$ cat src/rtl/lnk_tx_pkg.sv
package lnk_tx_pkg;
  typedef enum logic [1:0] {ST_IDLE = 2'd0, ST_WAIT = 2'd1, ST_XFER = 2'd2} lnk_st_e;
  localparam logic [2:0] MODE_BAD = 3'b101;
endpackage

$ cat src/rtl/lnk_tx_wait.sv
module lnk_tx_wait #(
  parameter int WAIT_W   = 4,
  parameter int MIN_WAIT = 6
) (
  input  logic              clk_i,
  input  logic              rst_ni,
  input  logic              clr_i,
  input  logic              en_i,
  input  logic              sat_i,
  input  logic [WAIT_W-1:0] cfg_wait_i,
  output logic              done_o
);
  localparam int CW = WAIT_W + 1;

  logic [CW-1:0] cnt_q, lim;
  logic          sat_q;

  assign lim    = (CW'(cfg_wait_i) < CW'(MIN_WAIT)) ? CW'(MIN_WAIT) : CW'(cfg_wait_i);
  assign done_o = sat_q || (cnt_q >= lim - 1'b1);

  always_ff @(posedge clk_i or negedge rst_ni) begin
    if (!rst_ni) begin
      cnt_q <= '0;
      sat_q <= 1'b0;
    end else if (clr_i) begin
      cnt_q <= '0;
      sat_q <= 1'b0;
    end else if (sat_i) begin
      sat_q <= 1'b1;
    end else if (en_i && !done_o) begin
      cnt_q <= cnt_q + 1'b1;
    end
  end
endmodule

$ cat src/rtl/lnk_tx_chk.sv
module lnk_tx_chk (
  input  logic clk_i,
  input  logic rst_ni,
  input  logic clr_i,
  input  logic en_i,
  input  logic rdy_i,
  output logic seen_o
);
  logic low_q, seen_q;

  always_ff @(posedge clk_i or negedge rst_ni) begin
    if (!rst_ni) begin
      low_q  <= 1'b0;
      seen_q <= 1'b0;
    end else if (clr_i) begin
      low_q  <= 1'b0;
      seen_q <= 1'b0;
    end else if (en_i) begin
      if (!rdy_i) low_q <= 1'b1;
      if (rdy_i && low_q) seen_q <= 1'b1;
    end
  end

  assign seen_o = seen_q;

  assert_seen_after_high_R5: assert property (@(posedge clk_i) disable iff (!rst_ni)
    $rose(seen_q) |-> $past(rdy_i));
endmodule

$ cat src/rtl/lnk_tx_ser.sv
module lnk_tx_ser #(
  parameter int DW = 8,
  parameter int NB = 16
) (
  input  logic            clk_i,
  input  logic            rst_ni,
  input  logic            load_i,
  input  logic [NB*DW-1:0] data_i,
  output logic            lclk_o,
  output logic [DW-1:0]   ldat_o,
  output logic            last_o
);
  localparam int IW = (NB > 1) ? $clog2(NB) : 1;

  logic [NB*DW-1:0] sh_q;
  logic [IW-1:0]    idx_q;
  logic             act_q, lclk_q;
  logic [DW-1:0]    dat_q;

  assign last_o = act_q && (idx_q == IW'(NB - 1));

  always_ff @(posedge clk_i or negedge rst_ni) begin
    if (!rst_ni) begin
      sh_q   <= '0;
      idx_q  <= '0;
      act_q  <= 1'b0;
      lclk_q <= 1'b0;
      dat_q  <= '0;
    end else if (load_i) begin
      sh_q   <= data_i >> DW;
      dat_q  <= data_i[DW-1:0];
      lclk_q <= 1'b1;
      idx_q  <= '0;
      act_q  <= 1'b1;
    end else if (act_q) begin
      if (last_o) begin
        act_q  <= 1'b0;
        lclk_q <= 1'b0;
        dat_q  <= '0;
        idx_q  <= '0;
      end else begin
        idx_q  <= idx_q + 1'b1;
        dat_q  <= sh_q[DW-1:0];
        sh_q   <= sh_q >> DW;
        lclk_q <= ~lclk_q;
      end
    end
  end

  assign lclk_o = lclk_q;
  assign ldat_o = dat_q;

  assert_clock_toggles_R2: assert property (@(posedge clk_i) disable iff (!rst_ni)
    (act_q && $past(act_q)) |-> (lclk_q != $past(lclk_q)));
endmodule

$ cat src/rtl/lnk_tx.sv
module lnk_tx
  import lnk_tx_pkg::*;
#(
  parameter int DW       = 8,
  parameter int NB       = 16,
  parameter int WAIT_W   = 4,
  parameter int MIN_WAIT = 6
) (
  input  logic              clk_i,
  input  logic              rst_ni,
  input  logic [NB*DW-1:0]  qw_data_i,
  input  logic              qw_valid_i,
  output logic              qw_ready_o,
  input  logic              rdy_i,
  input  logic [WAIT_W-1:0] cfg_wait_i,
  input  logic [2:0]        cfg_mode_i,
  input  logic              cfg_clksrc_i,
  output logic              lclk_o,
  output logic [DW-1:0]     ldat_o,
  output logic              mode_err_o,
  output logic              clk_int_o
);
  lnk_st_e st_q, st_d;
  logic    wait_done, seen, ser_last, load;
  logic    mode_err_q, clk_int_q;

  assign qw_ready_o = ((st_q == ST_WAIT) && wait_done) || (ser_last && seen);
  assign load       = qw_valid_i && qw_ready_o;

  always_comb begin
    st_d = st_q;
    unique case (st_q)
      ST_IDLE: if (rdy_i) st_d = ST_WAIT;
      ST_WAIT: if (load) st_d = ST_XFER;
      ST_XFER: if (ser_last) st_d = load ? ST_XFER : (seen ? ST_WAIT : ST_IDLE);
      default: st_d = ST_IDLE;
    endcase
  end

  always_ff @(posedge clk_i or negedge rst_ni) begin
    if (!rst_ni) begin
      st_q       <= ST_IDLE;
      mode_err_q <= 1'b0;
      clk_int_q  <= 1'b0;
    end else begin
      st_q       <= st_d;
      mode_err_q <= (cfg_mode_i == MODE_BAD);
      clk_int_q  <= cfg_clksrc_i;
    end
  end

  assign mode_err_o = mode_err_q;
  assign clk_int_o  = clk_int_q;

  lnk_tx_wait #(.WAIT_W(WAIT_W), .MIN_WAIT(MIN_WAIT)) u_wait (
    .clk_i     (clk_i),
    .rst_ni    (rst_ni),
    .clr_i     (st_q == ST_IDLE),
    .en_i      (st_q == ST_WAIT),
    .sat_i     (ser_last && seen && !qw_valid_i),
    .cfg_wait_i(cfg_wait_i),
    .done_o    (wait_done)
  );

  lnk_tx_chk u_chk (
    .clk_i (clk_i),
    .rst_ni(rst_ni),
    .clr_i (load),
    .en_i  (st_q == ST_XFER),
    .rdy_i (rdy_i),
    .seen_o(seen)
  );

  lnk_tx_ser #(.DW(DW), .NB(NB)) u_ser (
    .clk_i (clk_i),
    .rst_ni(rst_ni),
    .load_i(load),
    .data_i(qw_data_i),
    .lclk_o(lclk_o),
    .ldat_o(ldat_o),
    .last_o(ser_last)
  );

  assert_accept_byte0_R2: assert property (@(posedge clk_i) disable iff (!rst_ni)
    (qw_valid_i && qw_ready_o) |=> (lclk_o && (ldat_o == $past(qw_data_i[DW-1:0]))));
  assert_idle_quiet_R2: assert property (@(posedge clk_i) disable iff (!rst_ni)
    (st_q != ST_XFER) |-> (!lclk_o && (ldat_o == '0)));
  assert_no_early_permit_R4: assert property (@(posedge clk_i) disable iff (!rst_ni)
    ((st_q == ST_WAIT) && ($past(st_q) == ST_IDLE)) |-> !qw_ready_o);
  assert_mode_flag_R8: assert property (@(posedge clk_i) disable iff (!rst_ni)
    (cfg_mode_i == MODE_BAD) |=> mode_err_o);
endmodule

$ cat config.mk
export PLATFORM = sky130hd
export DESIGN_NAME = lnk_tx
export DESIGN_NICKNAME = d
export VERILOG_FILES = /design/src/rtl/lnk_tx_pkg.sv /design/src/rtl/lnk_tx_wait.sv /design/src/rtl/lnk_tx_chk.sv /design/src/rtl/lnk_tx_ser.sv /design/src/rtl/lnk_tx.sv
export SDC_FILE = /design/constraint.sdc
export NUM_CORES = 1
export LEC_CHECK = 0
export ABC_AREA = 1
export BUFFER_PORTS_ARGS = -buffer_cell sky130_fd_sc_hd__clkbuf_2
export CELL_PAD_IN_SITES_DETAIL_PLACEMENT = 1
export CELL_PAD_IN_SITES_GLOBAL_PLACEMENT = 2
export CORE_MARGIN = 4
export CORE_UTILIZATION = 31
export DETAILED_ROUTE_END_ITERATION = 8
export GPL_TIMING_DRIVEN = 0
export MAX_ROUTING_LAYER = met4
export PLACE_DENSITY = 0.76
export REMOVE_ABC_BUFFERS = 1
export SETUP_SLACK_MARGIN = 0.05
export SLEW_MARGIN = 10
export SYNTH_ARGS = -nofsm -noshare
export SYNTH_HDL_FRONTEND = slang
export SYNTH_SLANG_ARGS = --single-unit
$ cat constraint.sdc
create_clock -name clk_i -period 2.44 [get_ports clk_i]
set_clock_uncertainty 0.1 [all_clocks]
set_input_delay 0 -clock clk_i [delete_from_list [all_inputs] [get_ports clk_i]]
set_output_delay 0 -clock clk_i [all_outputs]
set_load 0.01 [all_outputs]
==> results.json <==
{
  "cp-end-kind": "flop",
  "grt_max_degree": 84,
  "final_antenna_net_count": 0,
  "nets": 1325,
  "crit_type": "flop to flop",
  "grt_usage": 0.193,
  "num_vias": 7023,
  "placed_area_um2": 8160,
  "min_period_ns": 2.21,
  "wire_per_inst_um": 15.6,
  "yosys-top-cells-count": "nand2_1, nand3_1, dfrtp_1",
  "die_w_um": 161,
  "slew_headroom": 0.610,
  "synth_seq_cells": 146,
  "reg2regPathDepth": 12,
  "clockBufferDepth": 2,
  "cts.clk_slew.worst_paths_ns": 0.06,
  "syn_area_um2": 7230,
  "ys.flop_type": "dfrtp_1",
  "slew_viol_final": 0,
  "synth_edf_count": 0,
  "core_area_um2": 22800,
  "area_growth_pct": 43.5,
  "synthTopCellsByArea": "dfrtp_1, nand2_1, nand3_1",
  "synth_top_area_frac": 0.506,
  "clock_latency_ns": 0.43,
  "synth_top_cell_by_area": "dfrtp_1",
  "violations": "hold timing",
  "layout-drive-gt1-share": 0.174,
  "cts_root_buf": "clkbuf_16",
  "cts_buffers": 17,
  "fin_crit_sh": 0.906,
  "synth.most_common_cell": "nand2_1",
  "dieArea_um2": 25800,
  "yosysWarningCount": 0,
  "netlist_instances": 915,
  "firstDrtPassIters": 4,
  "syn_area_per_cell_um2": 7.90,
  "r2r_end": "u_ser.ldat_o[5]",
  "tritoncts": "built",
  "drtIter0Drc": 345,
  "initial_utilization": 0.317,
  "grt-ovfl-total": 0,
  "worst_slew_pin_slew_ns": 0.586,
  "r2r_setup_slack_ns": 0.23,
  "drv_cap": 0,
  "arrival_ns": 2.47,
  "clkSinkCount": 146,
  "boundaryPins": 152,
  "antenna_found_initial": 2,
  "async_flop_share": 1.00,
  "fillCellCount": 2742,
  "drcViolationCount": 0,
  "dp_hpwl_um": 12200,
  "finalSetupViolCount": 0,
  "synthDistinctLibCells": 24,
  "rows": 55,
  "viasPerCell": 4.68,
  "place_ws_ns": -0.939,
  "hold_viol": 4,
  "design_area_um2": 10400,
  "critPathMaxFanout": 36,
  "crit_required_ns": 2.70,
  "ys_seq_area_frac": 0.506,
  "grt_setup_unrepaired": "no",
  "min_path_type": "primary input to async pin",
  "fin_setup_tns_ns": 0,
  "hold_slack_ns": -0.0162,
  "fmax_ghz": 0.452,
  "p_leak_nw": 5.72,
  "final.setup.worst_slack_ns": 0.230,
  "outcome": "finished with violations",
  "die_h_um": 161,
  "htreeDepth": 4,
  "gp_congestion": 0.717,
  "io_buffers": 151,
  "grt_pass1_wl_um": 39100,
  "critPathLaunchType": "flop",
  "r2r-start": "u_wait.cnt_q[4]",
  "power_density_nw_per_um2": 1120,
  "wirelength_um": 23400,
  "vdd_drop_max_v": 0.000408,
  "grt_pass1_vias": 7810
}
## area by class of cell
cell class,count,area (µm²),share of cell area
Inverter,114,448,0.0432
Tap cell,313,392,0.0378
Antenna cell,2,5.00,0.000483
Multi-Input combinational cell,600,2840,0.273
Clock inverter,10,184,0.0177
Sequential cell,146,3650,0.352
Timing Repair Buffer,298,2400,0.231
Clock buffer,19,453,0.0437
## state kept, by name (all words and copies together) (netlist names)
signal,cells
u_ser.sh_q,120
u_ser.ldat_o,8
u_wait.cnt_q,5
u_ser.idx_q,4
st_q,2
clk_int_o,1
mode_err_o,1
u_chk.low_q,1
u_chk.seen_o,1
u_ser.act_q,1
u_ser.lclk_o,1
u_wait.sat_q,1
## power breakdown
part,switching (mW),internal [mW],leakage [nW]
Sequential,0.550,3.41,1.89
Combinational,2.83,1.90,3.53
Clock,1.05,1.85,0.307
Total,4.43,7.16,5.72
## layout by cell type (no fill, tap or decap), types with 2 or more instances in the layout
| master | count |
|---|---|
| o31ai_1 | 3 |
| diode_2 | 2 |
| o21ai_1 | 88 |
| xor2_1 | 4 |
| nand3_1 | 184 |
| dlygate4sd3_1 | 133 |
| nand2_1 | 264 |
| inv_1 | 111 |
| ha_1 | 8 |
| buf_16 | 8 |
| clkbuf_8 | 3 |
| buf_4 | 4 |
| nand2_8 | 4 |
| nor2_1 | 14 |
| clkinvlp_4 | 2 |
| clkbuf_16 | 17 |
| nand2_4 | 2 |
| a21oi_1 | 8 |
| bufinv_16 | 5 |
| clkinv_2 | 2 |
| o21ai_0 | 14 |
| clkbuf_2 | 150 |
| dfrtp_1 | 145 |
## worst max-delay path by stage
| stage | cells after the start | slack, ns | start | endpoint |
|---|---|---|---|---|
| 6_report | 12 | 0.23 | u_wait.cnt_q[4] | u_ser.ldat_o[5] |
| 5_1_grt | 12 | 0.06 | u_wait.cnt_q[4] | u_ser.ldat_o[5] |
| 4_1_cts | 10 | 0.09 | u_ser.idx_q[0] | u_ser.sh_q[37] |
| 3_5_place_dp | 17 | -0.94 | cfg_wait_i[2] | u_ser.ldat_o[4] |
| 3_3_place_gp | 8 | -7.79 | u_ser.idx_q[0] | u_ser.sh_q[37] |
| 2_1_floorplan | 6 | -3.08 | u_ser.idx_q[0] | u_ser.lclk_o |
## routing by layer
layer | GRT usage | vias up | part of all wire | routed length (µm)
met2 | 0.330 | 155 | 0.49 | 11500
li1 | - | 3453 | - | -
met4 | 0.0434 | 0 | 0.010 | 244
met3 | 0.0408 | 23 | 0.043 | 1010
met5 | - | - | 0 | 0
met1 | 0.235 | 3392 | 0.45 | 10600
## per-stage QoR
stage / util / power, mW / std cells
finish: 0.455 / 11.6 / 1502
global route: 0.455 / 12.7 / 1502
CTS: 0.453 / 11.7 / 1497
detailed placement: 0.358 / 8.25 / 1327
global placement: 0.350 / 7.32 / 1321
floorplan: - / 6.88 / 857
## worst max-delay path, stage by stage, from the launching register on
cell     delay (ns)
dfrtp_1        0.41
ha_1           0.31
nand2_1        0.07
nor2_1         0.10
nand2_1        0.05
nand3_1        0.09
nand2_1        0.10
nand2_4        0.13
nand2_8        0.12
buf_16         0.23
inv_12         0.19
nand2_1        0.08
nand3_1        0.11
## what timing repair did
item / in CTS / in global routing
setup buffers: 2 / 2
endpoints found under the hold margin: 203 / 0
resized for setup: 9 / 5
pin swaps: 2 / 1
endpoints found under the setup margin: 133 / 107
cloned: 6 / 1
hold buffers: 133 / 0
## cells by family (layout without fill, tap and decap cells)
kind of cell               after synthesis  after routing  synth area share
AOI/OAI and AO/OA                      115            115            0.0815
xor gates and xnor gates                 4              4           0.00485
adders and majority gates                8              8            0.0139
buffers and inverters                  172            441             0.114
DFF                                    146            146             0.506
other                                    1              3          0.000519
and+or+nand+nor                        469            472             0.279
(Power assumes the default switching activity.)
